**config.mk**
```make
export PLATFORM = sky130hd
export DESIGN_NAME = adc_sample_dma_irq
export DESIGN_NICKNAME = d
export VERILOG_FILES = /design/src/rtl/adc_dma_pkg.sv /design/src/rtl/adc_gain_corr.sv /design/src/rtl/adc_buf_addr.sv /design/src/rtl/adc_evt_flags.sv /design/src/rtl/adc_sample_dma_irq.sv
export SDC_FILE = /design/constraint.sdc
export NUM_CORES = 1
export LEC_CHECK = 0
export BUFFER_PORTS_ARGS = -buffer_cell sky130_fd_sc_hd__buf_2
export CAP_MARGIN = 20
export CORE_ASPECT_RATIO = 1.75
export CORE_MARGIN = 2
export CORE_UTILIZATION = 40
export CTS_CLUSTER_DIAMETER = 200
export DETAILED_ROUTE_END_ITERATION = 10
export GPL_ROUTABILITY_DRIVEN = 0
export PLACE_DENSITY_LB_ADDON = 0.25
export SETUP_SLACK_MARGIN = 0.05
export SLEW_MARGIN = 15
export SYNTH_ARGS = -nofsm -noshare
export SYNTH_HDL_FRONTEND = slang
export SYNTH_SLANG_ARGS = --single-unit
```
**constraint.sdc**
```tcl
create_clock -name clk -period 3.4 [get_ports clk]
set_input_delay 0.17 -clock clk [delete_from_list [all_inputs] [get_ports clk]]
set_output_delay 0.17 -clock clk [all_outputs]
set_load 0.01 [all_outputs]
```
**src/rtl/adc_dma_pkg.sv**
```systemverilog
package adc_dma_pkg;
    localparam int EVT_N    = 4;
    localparam int EV_OVF   = 0;
    localparam int EV_SAT   = 1;
    localparam int EV_FULL  = 2;
    localparam int EV_HALF  = 3;

    typedef logic [EVT_N-1:0] evt_vec_t;
endpackage

```
**src/rtl/adc_gain_corr.sv**
```systemverilog
module adc_gain_corr #(
    parameter int SW   = 16,
    parameter int GW   = 16,
    parameter int FRAC = 15
) (
    input  logic [SW-1:0] sample_i,
    input  logic [GW-1:0] gain_i,
    output logic [SW-1:0] result_o,
    output logic          sat_o
);
    localparam int PW = SW + GW + 1;
    localparam logic signed [PW-1:0] HI_LIM = {{(PW-SW+1){1'b0}}, {(SW-1){1'b1}}};
    localparam logic signed [PW-1:0] LO_LIM = ~HI_LIM;

    logic signed [PW-1:0] s_ext;
    logic signed [PW-1:0] g_ext;
    logic signed [PW-1:0] prod;
    logic signed [PW-1:0] shft;
    logic                 over_hi;
    logic                 over_lo;

    always_comb begin
        s_ext   = {{(GW+1){sample_i[SW-1]}}, sample_i};
        g_ext   = {{(SW+1){1'b0}}, gain_i};
        prod    = s_ext * g_ext;
        shft    = prod >>> FRAC;
        over_hi = shft > HI_LIM;
        over_lo = shft < LO_LIM;
        sat_o   = over_hi | over_lo;
        if (over_hi)      result_o = {1'b0, {(SW-1){1'b1}}};
        else if (over_lo) result_o = {1'b1, {(SW-1){1'b0}}};
        else              result_o = shft[SW-1:0];
    end
endmodule

```
**src/rtl/adc_buf_addr.sv**
```systemverilog
module adc_buf_addr #(
    parameter int AW = 16,
    parameter int LW = 12
) (
    input  logic          clk,
    input  logic          rst_n,
    input  logic          dma_en_i,
    input  logic          advance_i,
    input  logic [AW-1:0] buf_base_i,
    input  logic [LW-1:0] buf_len_i,
    output logic [AW-1:0] wr_addr_o,
    output logic          hit_half_o,
    output logic          hit_full_o
);
    typedef struct packed {
        logic [LW-1:0] off;
        logic          en_prev;
    } ptr_st_t;

    ptr_st_t       st_d, st_q;
    logic [LW-1:0] eff_off;
    logic [LW-1:0] last_off;
    logic [LW-1:0] half_off;

    always_comb begin
        st_d       = st_q;
        eff_off    = (dma_en_i && !st_q.en_prev) ? '0 : st_q.off;
        last_off   = buf_len_i - LW'(1);
        half_off   = (buf_len_i >> 1) - LW'(1);
        hit_full_o = (eff_off == last_off);
        hit_half_o = (eff_off == half_off);
        wr_addr_o  = buf_base_i + AW'(eff_off);
        st_d.en_prev = dma_en_i;
        st_d.off     = eff_off;
        if (advance_i) begin
            st_d.off = hit_full_o ? '0 : eff_off + LW'(1);
        end
    end

    always_ff @(posedge clk or negedge rst_n) begin
        if (!rst_n) st_q <= '0;
        else        st_q <= st_d;
    end
endmodule

```
**src/rtl/adc_evt_flags.sv**
```systemverilog
module adc_evt_flags
    import adc_dma_pkg::*;
(
    input  logic     clk,
    input  logic     rst_n,
    input  evt_vec_t set_i,
    input  evt_vec_t clr_i,
    input  logic     mask_we_i,
    input  evt_vec_t mask_i,
    output evt_vec_t flags_o,
    output evt_vec_t mask_o,
    output logic     irq_o
);
    typedef struct packed {
        evt_vec_t flags;
        evt_vec_t mask;
        logic     irq;
    } evt_st_t;

    evt_st_t st_d, st_q;

    always_comb begin
        st_d       = st_q;
        st_d.flags = (st_q.flags & ~clr_i) | set_i;
        if (mask_we_i) st_d.mask = mask_i;
        st_d.irq   = |(st_q.flags & st_q.mask);
        flags_o    = st_q.flags;
        mask_o     = st_q.mask;
        irq_o      = st_q.irq;
    end

    always_ff @(posedge clk or negedge rst_n) begin
        if (!rst_n) st_q <= '0;
        else        st_q <= st_d;
    end
endmodule

```
**src/rtl/adc_sample_dma_irq.sv**
```systemverilog
module adc_sample_dma_irq
    import adc_dma_pkg::*;
#(
    parameter int SAMPLE_W  = 16,
    parameter int GAIN_W    = 16,
    parameter int GAIN_FRAC = 15,
    parameter int ADDR_W    = 16,
    parameter int LEN_W     = 12
) (
    input  logic                clk,
    input  logic                rst_n,
    input  logic                sample_valid,
    input  logic [SAMPLE_W-1:0] sample_data,
    input  logic [GAIN_W-1:0]   gain_coef,
    input  logic                dma_en,
    input  logic [ADDR_W-1:0]   buf_base,
    input  logic [LEN_W-1:0]    buf_len,
    input  logic                reg_wr,
    input  logic                reg_sel,
    input  logic [EVT_N-1:0]    reg_wdata,
    output logic [EVT_N-1:0]    reg_rdata,
    output logic                mem_we,
    output logic [ADDR_W-1:0]   mem_addr,
    output logic [SAMPLE_W-1:0] mem_wdata,
    output logic                irq
);
    typedef struct packed {
        logic                we;
        logic [ADDR_W-1:0]   addr;
        logic [SAMPLE_W-1:0] data;
    } port_st_t;

    port_st_t            port_d, port_q;
    logic [SAMPLE_W-1:0] corr_val;
    logic                corr_sat;
    logic [ADDR_W-1:0]   wr_addr;
    logic                hit_half;
    logic                hit_full;
    logic                accept;
    evt_vec_t            evt_set;
    evt_vec_t            evt_clr;
    logic                mask_we;
    evt_vec_t            evt_flags;
    evt_vec_t            evt_mask;

    adc_gain_corr #(.SW(SAMPLE_W), .GW(GAIN_W), .FRAC(GAIN_FRAC)) u_gain (
        .sample_i (sample_data),
        .gain_i   (gain_coef),
        .result_o (corr_val),
        .sat_o    (corr_sat)
    );

    adc_buf_addr #(.AW(ADDR_W), .LW(LEN_W)) u_ptr (
        .clk        (clk),
        .rst_n      (rst_n),
        .dma_en_i   (dma_en),
        .advance_i  (accept),
        .buf_base_i (buf_base),
        .buf_len_i  (buf_len),
        .wr_addr_o  (wr_addr),
        .hit_half_o (hit_half),
        .hit_full_o (hit_full)
    );

    adc_evt_flags u_evt (
        .clk       (clk),
        .rst_n     (rst_n),
        .set_i     (evt_set),
        .clr_i     (evt_clr),
        .mask_we_i (mask_we),
        .mask_i    (reg_wdata),
        .flags_o   (evt_flags),
        .mask_o    (evt_mask),
        .irq_o     (irq)
    );

    always_comb begin
        accept           = sample_valid & dma_en;
        evt_set          = '0;
        evt_set[EV_OVF]  = sample_valid & ~dma_en;
        evt_set[EV_SAT]  = sample_valid & corr_sat;
        evt_set[EV_FULL] = accept & hit_full;
        evt_set[EV_HALF] = accept & hit_half;
        evt_clr          = (reg_wr && !reg_sel) ? reg_wdata : '0;
        mask_we          = reg_wr & reg_sel;
        reg_rdata        = reg_sel ? evt_mask : evt_flags;

        port_d    = port_q;
        port_d.we = accept;
        if (accept) begin
            port_d.addr = wr_addr;
            port_d.data = corr_val;
        end
        mem_we    = port_q.we;
        mem_addr  = port_q.addr;
        mem_wdata = port_q.data;
    end

    always_ff @(posedge clk or negedge rst_n) begin
        if (!rst_n) port_q <= '0;
        else        port_q <= port_d;
    end
endmodule

```
==> metrics.md <==
| Metric | Value |
|---|---|
| Worst Path Max Fanout | `7` |
| Maximum number of pins on one net before global-route repair | `34` |
| Antenna violation net count after detailed routing | `0` |
| Global routing's busiest layer | `met2` |
| Ant diodes | `0` |
| Path category of the worst min-delay check | `input port to register` |
| Global-route track usage on met1 | `22.3%` |
| Beginning of the worst register-to-register path | `u_ptr.st_q[0]` |
| Synthesized area per cell | `8.82 um2` |
| Total number of H-tree levels | `2` |
| Class of the most critical setup path | `input port to register` |
| Total area of multi-input combinational cells | `10000 um2` |
| Endpoint type of the worst setup path | `register` |
| Worst setup slack after layout | `-2510 ps` |
| Peak Freq | `169 MHz` |
| Setup clock skew after layout | `7.93 ps` |
| Number of slew-limit violations in the final report | `0` |
| Unrepaired setup endpoints after global routing | `yes` |
| TritonCTS clock tree | `yes` |
| Die span in x | `135 um` |
| Post-route minimum period | `5910 ps` |
| Leakage power of the design | `7.60 nW` |
| Most common library cell in the layout ignoring fill and taps | `sky130_fd_sc_hd__inv_1` |
| Final nets | `1992` |
| Total track usage | `23.0%` |
| Mapped Cells | `1366` |
| Worst IR Drop VDD | `0.00135 V` |
| Maximum count of clock buffers along a single path | `2` |
| Startpoint class of the critical path | `input port` |
| Drc violations | `0` |
| Number of port buffers | `107` |
| Sequential cell area in the final layout | `1380 um2` |
| Non-Filler Cell Area, Final | `15100 um2` |
| Routed WL per cell | `17.5 um` |
| Total number of placement rows | `84` |
| Required arrival time at the worst endpoint | `3620 ps` |
| Launch point of the critical path | `gain_coef[10]` |
| Tcrit/Tclk final | `174%` |
| Hold Violations, Final | `0` |
| Worst Hold Launch | `dma_en` |
| Total cell area at the placement stage | `14100 um2` |
| CORE AREA | `29800 um2` |
| Routed vias/inst | `5.07` |
| Main flop type after synthesis | `sky130_fd_sc_hd__dfrtp_1` |
| Vias in the first global route | `11.1k` |
| Total grt overflow | `0` |
| Worst Hold Margin | `22.9 ps` |
| Clk sinks | `55` |
| IO Pins | `108` |
| Number of synthesized register bits | `55` |
| Die height | `234 um` |
| Summed instance area of the synthesized netlist | `12000 um2` |
| Number of design-rule violations left by the first detailed-router iteration | `325` |
| Actual slew at the worst max-slew pin | `733 ps` |
| Warnings from Yosys | `0` |
| Worst slew margin relative to its limit | `51.1%` |
| Data arrival time of the critical path | `6130 ps` |
| Number of enable flip-flop cells after synthesis | `0` |
| Overall routed net length | `34700 um` |
| Share of synthesized registers carrying an async set or reset | `100%` |
| M2 GR Usage | `46.6%` |
| Sequential area share after synthesis | `11.4%` |
| Buffer type at the clock tree root | `sky130_fd_sc_hd__clkbuf_16` |
| Proportion of layout cells with a drive suffix above 1 | `25.3%` |
| Total CTS buffers | `5` |
| DP Wirelength | `29800 um` |
| Fill cell total of the finished layout | `2830` |
| Antenna violations before repair | `0` |
| Floorplan die area | `31600 um2` |
| Design Power | `16.8 mW` |
| Commonest cells after routing, fill and taps aside | `sky130_fd_sc_hd__inv_1 (245), sky130_fd_sc_hd__nand2_1 (192), sky130_fd_sc_hd__fa_1 (181)` |
| Post-CTS clock slew at the launch and capture registers of the worst setup and hold paths | `70 ps` |
| Final core occ | `50.7%` |
| Worst-skew pair later-pin latency | `310 ps` |
| Vias after detailed routing | `10.0k` |
| First-pass GRT wire length | `56200 um` |
| Synthesized net count | `1765` |
| Synthesis-to-finish area growth | `25.6%` |
| Number of unique standard cell types used by synthesis | `72` |
| Initial cell density of the core | `40.4%` |
| Status | `complete, but fails checks` |
| Met3 Resource Use GR | `1.65%` |
| DRT Pass-1 Iters | `4` |
| P per Cell Area | `1110 nW/um2` |
| Count of maximum capacitance violations | `0` |
| Final count of negative-setup-slack endpoints | `17` |
| Failing checks | `negative setup slack` |
where the power goes:
part	total, mW	internal [mW]	switching, mW
combinational	15.3	7.57	7.70
clock	0.585	0.344	0.241
sequential	0.896	0.795	0.101
final timing paths:
kind                       depth (start not counted)  slack [ps]               to
min                                                1          20    u_ptr.st_q[0]
max reg2reg                                       14         260     mem_addr[15]
max in group asynchronous                          3        2120           mem_we
min in group asynchronous                          2         460  u_evt.mask_o[3]
min reg2reg                                        2         460      mem_addr[7]
max                                               26       -2510    mem_wdata[14]
cells by family after synthesis:
kind of cell / Yosys count / share of synthesized area, %
buffers and inverters: 312 / 9.88
XOR/XNOR: 68 / 5.23
multiplexers: 9 / 0.841
adder cells (fa/ha/maj): 329 / 46.3
AO/OA/AOI/OAI: 139 / 7.98
AND/OR/NAND/NOR: 454 / 18.4
flip-flops: 55 / 11.4
cells in the mapped netlist (4+ instances only):
| cell | instances | area share [%] |
|---|---|---|
| sky130_fd_sc_hd__ha_1 | 135 | 14 |
| sky130_fd_sc_hd__fa_1 | 194 | 32 |
| sky130_fd_sc_hd__a21o_1 | 5 | 0.31 |
| sky130_fd_sc_hd__a21boi_0 | 4 | 0.25 |
| sky130_fd_sc_hd__dfrtp_1 | 55 | 11 |
| sky130_fd_sc_hd__nand2b_1 | 13 | 0.68 |
| sky130_fd_sc_hd__nor2_1 | 57 | 1.8 |
| sky130_fd_sc_hd__inv_1 | 263 | 8.2 |
| sky130_fd_sc_hd__a211oi_1 | 5 | 0.31 |
| sky130_fd_sc_hd__nand4_1 | 9 | 0.47 |
| sky130_fd_sc_hd__nand3_1 | 12 | 0.50 |
| sky130_fd_sc_hd__nor4_1 | 5 | 0.26 |
| sky130_fd_sc_hd__or2_2 | 4 | 0.21 |
| sky130_fd_sc_hd__o21bai_1 | 4 | 0.25 |
| sky130_fd_sc_hd__xor2_1 | 18 | 1.3 |
| sky130_fd_sc_hd__o21ai_0 | 36 | 1.5 |
| sky130_fd_sc_hd__o31ai_1 | 6 | 0.37 |
| sky130_fd_sc_hd__mux2_2 | 9 | 0.84 |
| sky130_fd_sc_hd__and2_1 | 114 | 5.9 |
| sky130_fd_sc_hd__and3_1 | 5 | 0.26 |
| sky130_fd_sc_hd__nand2_1 | 197 | 6.1 |
| sky130_fd_sc_hd__clkbuf_1 | 40 | 1.2 |
| sky130_fd_sc_hd__nor3_1 | 11 | 0.46 |
| sky130_fd_sc_hd__o22ai_1 | 17 | 0.88 |
| sky130_fd_sc_hd__a21oi_1 | 27 | 1.1 |
| sky130_fd_sc_hd__xnor2_1 | 47 | 3.4 |
routing by layer:
layer / vias to the layer above / part of all wire, %
li1: 4708 / -
met1: 5000 / 33
met2: 229 / 58
met3: 93 / 2.6
met4: 0 / 6.6
met5: - / 0
worst max-delay path: stages:
cell and delay (ps):
sky130_fd_sc_hd__buf_12 100, sky130_fd_sc_hd__buf_6 110, sky130_fd_sc_hd__buf_4 110, sky130_fd_sc_hd__nand2_1 60, sky130_fd_sc_hd__fa_1 540, sky130_fd_sc_hd__fa_2 460
sky130_fd_sc_hd__fa_2 530, sky130_fd_sc_hd__inv_1 50, sky130_fd_sc_hd__fa_1 510, sky130_fd_sc_hd__fa_1 550, sky130_fd_sc_hd__inv_2 40, sky130_fd_sc_hd__fa_1 500
sky130_fd_sc_hd__inv_2 50, sky130_fd_sc_hd__ha_4 280, sky130_fd_sc_hd__nand2_4 60, sky130_fd_sc_hd__a2111oi_4 310, sky130_fd_sc_hd__a221oi_4 130, sky130_fd_sc_hd__a2111oi_4 400
sky130_fd_sc_hd__buf_4 180, sky130_fd_sc_hd__o221a_2 210, sky130_fd_sc_hd__nor3_2 50, sky130_fd_sc_hd__a22oi_2 190, sky130_fd_sc_hd__buf_4 150, sky130_fd_sc_hd__a21oi_4 90
sky130_fd_sc_hd__buf_4 160, sky130_fd_sc_hd__o22ai_1 150
repair_timing:
action | 4_1_cts | 5_1_grt
gates cloned | 1 | 1
gates resized for setup | 95 | 79
endpoints found under the hold margin | 31 | 0
setup buffers | 16 | 9
hold buffers | 1 | 0
setup endpoints to repair | 17 | 23
pin swaps | 41 | 63
final cells by class:
type                       count  area share, %
multi-input combinational    999           66.1
timing repair buffer         267           13.9
sequential                    55           9.10
inverter                     265           6.59
tap                          387           3.20
clock buffer                   5          0.827
clock inverter                 2          0.248
through the flow:
stage | worst slack [ps] | instances | setup TNS (ps)
after global routing | -2710 | 1980 | -45220
after floorplan | -2450 | 1366 | -41130
final | -2510 | 1980 | -41880
after CTS | -2610 | 1970 | -43820
after detailed placement | -3050 | 1946 | -50820
after global placement | -3070 | 1946 | -50360
sequential cells by signal, summed over array words and instances, names as in the netlist:
name	flops
u_evt.mask_o	4
u_evt.irq_o	1
mem_wdata	16
u_evt.flags_o	4
u_ptr.st_q	13
mem_we	1
mem_addr	16
Power figures use the tool's default switching activity.
